**config.mk**
```make
export PLATFORM = sky130hd
export DESIGN_NAME = shadow_commit_ctrl
export DESIGN_NICKNAME = d
export VERILOG_FILES = /design/src/rtl/shadow_commit_ctrl.sv
export SDC_FILE = /design/constraint.sdc
export NUM_CORES = 1
export LEC_CHECK = 0
export BUFFER_PORTS_ARGS = -buffer_cell sky130_fd_sc_hd__buf_2
export CAP_MARGIN = 20
export CORE_MARGIN = 3
export CORE_UTILIZATION = 50
export CTS_CLUSTER_SIZE = 14
export DETAILED_ROUTE_END_ITERATION = 12
export PLACE_DENSITY = 0.83
export SETUP_SLACK_MARGIN = 0.4
export SYNTH_ARGS = -nofsm -noshare
export SYNTH_HDL_FRONTEND = slang
export SYNTH_SLANG_ARGS = --single-unit
export TNS_END_PERCENT = 30
```
**constraint.sdc**
```tcl
create_clock -name clk -period 2.85 [get_ports clk]
set_input_delay 0.285 -clock clk [delete_from_list [all_inputs] [get_ports clk]]
set_output_delay 0.285 -clock clk [all_outputs]
set_load 0.01 [all_outputs]
```
**src/rtl/shadow_commit_ctrl.sv**
```systemverilog
module shadow_commit_ctrl #(
  parameter int DW       = 16,
  parameter int LW       = 12,
  parameter int N_FRM    = 2,
  parameter int N_SHT    = 2,
  parameter int NGRP     = 4,
  parameter int PER_GRP  = 2,
  parameter int INH_CYC  = 36,
  parameter logic [DW-1:0] RST_WORD = 16'h5A5A,
  localparam int N_IMM    = 2,
  localparam int FLD      = N_IMM + N_FRM,
  localparam int SHT_BASE = FLD + 1,
  localparam int SEQ_BASE = SHT_BASE + N_SHT,
  localparam int NREG     = SEQ_BASE + NGRP * PER_GRP,
  localparam int AW       = $clog2(NREG + 1)
) (
  input  logic               clk,
  input  logic               rst_n,
  input  logic               wr_en_i,
  input  logic [AW-1:0]      wr_addr_i,
  input  logic [DW-1:0]      wr_data_i,
  input  logic               vd_i,
  input  logic               hd_i,
  input  logic [LW-1:0]      line_cnt_i,
  input  logic [NGRP-1:0]    scp_i,
  output logic [NREG*DW-1:0] act_o,
  output logic               inhibit_o
);
  localparam int IW = $clog2(INH_CYC + 1);

  logic vd_q, hd_q, armed;
  logic [LW-1:0] lcnt;
  logic [IW-1:0] inh_cnt;
  logic [NGRP-1:0] pend, seq_go;

  wire vd_fall = vd_q & ~vd_i;
  wire hd_fall = hd_q & ~hd_i;
  wire [LW-1:0] dly = act_o[LW-1:0];
  wire [LW-1:0] sgl = act_o[DW+LW-1:DW];
  wire last_line = armed & hd_fall & (lcnt == LW'(1));
  wire frm_go = vd_fall ? (dly == '0) : last_line;
  wire sht_go = hd_fall & (line_cnt_i == sgl);

  always_ff @(posedge clk) begin
    if (!rst_n) begin
      vd_q <= 1'b0;
      hd_q <= 1'b0;
      armed <= 1'b0;
      lcnt <= '0;
      inh_cnt <= '0;
    end else begin
      vd_q <= vd_i;
      hd_q <= hd_i;
      if (vd_fall) begin
        armed <= (dly != '0);
        lcnt <= dly;
      end else if (armed && hd_fall) begin
        lcnt <= lcnt - LW'(1);
        if (last_line) armed <= 1'b0;
      end
      if (hd_fall && |scp_i) inh_cnt <= IW'(INH_CYC);
      else if (inh_cnt != '0) inh_cnt <= inh_cnt - IW'(1);
    end
  end

  assign inhibit_o = (inh_cnt != '0);

  for (genvar g = 0; g < NGRP; g++) begin : g_grp
    localparam int LO = SEQ_BASE + g * PER_GRP;
    wire grp_we = wr_en_i && (int'(wr_addr_i) >= LO) && (int'(wr_addr_i) < LO + PER_GRP);
    assign seq_go[g] = scp_i[g] & pend[g];
    always_ff @(posedge clk) begin
      if (!rst_n) pend[g] <= 1'b0;
      else if (grp_we) pend[g] <= 1'b1;
      else if (seq_go[g]) pend[g] <= 1'b0;
    end
  end

  for (genvar i = 0; i < NREG; i++) begin : g_reg
    localparam int CL = (i < N_IMM) ? 0 : (i < FLD) ? 1 : (i == FLD) ? 2 :
                        (i < SEQ_BASE) ? 3 : 4;
    localparam int GI = (i >= SEQ_BASE) ? (i - SEQ_BASE) / PER_GRP : 0;
    localparam logic [DW-1:0] RV = (i < N_IMM) ? '0 : RST_WORD;
    logic [DW-1:0] sh, ac;
    logic go;
    wire we = wr_en_i && (wr_addr_i == AW'(i));

    if (CL == 1)      assign go = frm_go;
    else if (CL == 2) assign go = vd_fall;
    else if (CL == 3) assign go = sht_go;
    else if (CL == 4) assign go = seq_go[GI];
    else              assign go = 1'b0;

    always_ff @(posedge clk) begin
      if (!rst_n) begin
        sh <= RV;
        ac <= RV;
      end else begin
        if (we) sh <= wr_data_i;
        if (CL == 0 && we) ac <= wr_data_i;
        else if (go) ac <= sh;
      end
    end

    assign act_o[i*DW +: DW] = ac;
  end
endmodule

```
==> metrics <==
htree depth=2; leading cell types in the layout, fill and taps excluded=nand2_1 (853), dfxtp_1 (473), buf_2 (280); Chip Width=~190 um; crit-path cells=inv_1 -> ha_2 -> or3b_4 -> nor3_4 -> inv_1 -> buf_2; Final #Nets=around 2400; CTS tree=built; WL/cell=between 15 and 20 um; Slew Viols, Final=0; Synth Register Bits=approximately 470; final setup margin=between 0.4 and 0.5 ns; Slowest-stage cell, CP=or3b_4; Power Internal=0.0108 W; endpoints failing setup=0; worst setup path class=reg -> out; number of hold violations in the final report=0; crit path max fanout=4; dpl cell area=approximately 0.019 mm2; R2R setup slack=slightly above 0.6 ns; Top FF cell, synth=dfxtp_1; clk buf depth=3; fin area=0.0206 mm2; Initial Util=~51%; post-synthesis cell type count=46; post-route ant nets=0; Switching Fraction=between 20% and 30%; CP endpoint kind=output port; status=complete, no violations; antenna violations before repair=4; Least-Margin Pin Slew=0.808 ns; CP max stage delay=just over 0.4 ns; CTS Buf Count=47; leading cell type in the layout, fill and taps excluded=nand2_1; Seq/Total Area, Yosys=a little under three fifths; CP dominant cell by count=inv_1; Core ar.=0.0337 mm2; buffer and inverter count on the worst path=3; later-pin clock latency in the skew report=between 0.5 and 0.6 ns; Flop pwr share=between 40% and 50%; netlist area before placement=~0.017 mm2; setup TNS=0 ns; detailed-placement wirelength estimate=between 30000 and 40000 um; largest net degree at the start of global routing=around 140; routed wire length=between 50000 and 60000 um; vias in the first global route=14924; highest clock rate=around 420 MHz; Post-Syn Area per Cell=just under 8 um2; CTS Root Cell=clkbuf_16; Num Clock Sinks=473; port bufs=281; PD cells=roughly 680 mW/mm2; Place WS=just under 0.7 ns; max cap viols=0; Fillers=around 2900; Startpoint Class=register; DRT iter0 DRCs=approximately 1300; Pleak=8.71 nW; Post-synth EDFFs=0; first-pass detailed-route iteration total=5; Peak VDD IR=0.436 mV; Crit path arrival time=2.08 ns; Syn Nets=roughly 2200; first-pass GRT wire length=approximately 80000 um; Worst-path clk slew=~0.060 ns; Slew HR=a little under half; logic gate share of total power=under 10%; DR vias=around 16000; height of the chip=about 190 um; NetSw=0.00329 W; CP top delay family=simple AND/OR/NAND/NOR gates; layout cell share with drive strength beyond 1=between 10% and 20%; Clock power frac=roughly 45%; Worst EP required=about 2.6 ns; GP Congestion=just under 0.9; grt ovf=0; ys async rst share=0%; layout overhead on the synthesized area=19.7%; GRT Util Overall=between 20% and 30%; crit share post-route=between 80 and 90%; RSZ-0062 raised after global routing=false; Site Rows=67; Yosys warning count=0; final setup skew=roughly 0.024 ns; Period minus WS final=2.37 ns; drt drc=0; Vias/cell=5.47; IO Count=between 200 and 300; Hold Path Class=in -> reg; Cells after Synth=between 2000 and 2500; Die Footprint=roughly 0.037 mm2
-- synth_stat cells (all sizes together) (2+ instances only) --
master,count,area [um2]
a21oi,215,1080
a211oi,6,45.0
a31oi,3,18.8
or2,3,18.8
o21ai,7,35.0
or3b,3,26.3
a2bb2oi,2,17.5
or4,2,15.0
clkbuf,134,503
nand3b,4,30.0
and3b,2,17.5
buf,20,109
inv,9,33.8
xnor2,21,184
ha,3,37.5
and2,6,37.5
nor4,8,86.3
nand3,181,906
or3,4,25.0
nor3,11,60.1
nand4b,2,17.5
nand2,853,3200
nand4,3,18.8
nor2b,5,31.3
o21a,2,15.0
mux2i,65,651
nand2b,7,43.8
nor2,93,349
dfxtp,473,9470
nor3b,3,22.5
-- kinds of logic (layout without fill, tap and decap cells) --
logic type / Yosys count / in the layout / synth area share (%)
AND/OR/NAND/NOR: 1191 / 1191 / 28.6
flip-flops: 473 / 473 / 55.1
AO/OA/AOI/OAI: 242 / 242 / 7.38
buffers and inverters: 164 / 412 / 3.78
multiplexers: 66 / 66 / 3.85
XOR/XNOR: 22 / 22 / 1.12
adder cells (fa/ha/maj): 3 / 3 / 0.218
other: 0 / 3 / 0
-- worst paths after layout --
kind,to,depth (start not counted),start
setup reg to reg,g_reg[2].ac[10],5,lcnt[2]
hold reg to reg,g_reg[2].ac[7],2,g_reg[2].sh[7]
hold / removal,pend[3],4,scp_i[3]
setup / recovery,inhibit_o,6,inh_cnt[0]
-- what timing repair did --
action                     4_1_cts  5_1_grt
hold endpoints to repair         2        0
setup buffers                    0        0
hold buffers                     2        0
gates cloned                     0        0
setup endpoints to repair        1        1
gates resized for setup          2        2
-- power by group through the flow --
stage,combinational [W],clock [W],sequential (W)
floorplan,0.000533,0,0.00696
CTS,0.000857,0.00641,0.00682
finish,0.000884,0.00635,0.00683
global route,0.000958,0.00669,0.00684
global placement,0.000803,0,0.00695
detailed placement,0.000838,0,0.00696
-- area by class of cell --
class	instances	area [um2]	area share, %
multi-input cells	1524	7120	34.6
inverters	10	45.0	0.219
clock inverters	21	256	1.25
diodes	3	7.51	0.0365
flip-flops and latches	473	9470	46.0
clock buffers	64	1340	6.51
well taps	448	561	2.72
repair buffers	317	1790	8.71
-- layer usage --
metal	share of wire [%]	global-route usage (%)
met1	41	36.0
met2	46	45.0
met3	9.4	5.72
met4	4.2	11.3
met5	0.054	0
-- worst register-to-register path, stage by stage (launching register included) --
cell and delay, ns:
dfxtp_1 0.35, or4_1 0.70, nor4_4 0.42, a21boi_4 0.09, buf_4 0.29, mux2i_1 0.23
-- stage by stage --
stage | util, % | hold WS, ns | power, W | std cells
detailed placement | 56.0 | 0.443 | 0.00780 | 2767
global route | 61.1 | 0.0842 | 0.0145 | 2859
finish | 61.1 | 0.0812 | 0.0141 | 2860
global placement | 55.9 | 0.437 | 0.00776 | 2766
CTS | 60.8 | 0.0666 | 0.0141 | 2854
floorplan | - | 0.407 | 0.00749 | 2161
-- flip-flops by register name, summed over array words and instances, names as in the netlist --
name     flops
inh_cnt      6
hd_q         1
vd_q         1
g.ac       240
armed        1
lcnt        12
pend         4
g.sh       208
Power figures use the tool's default switching activity.
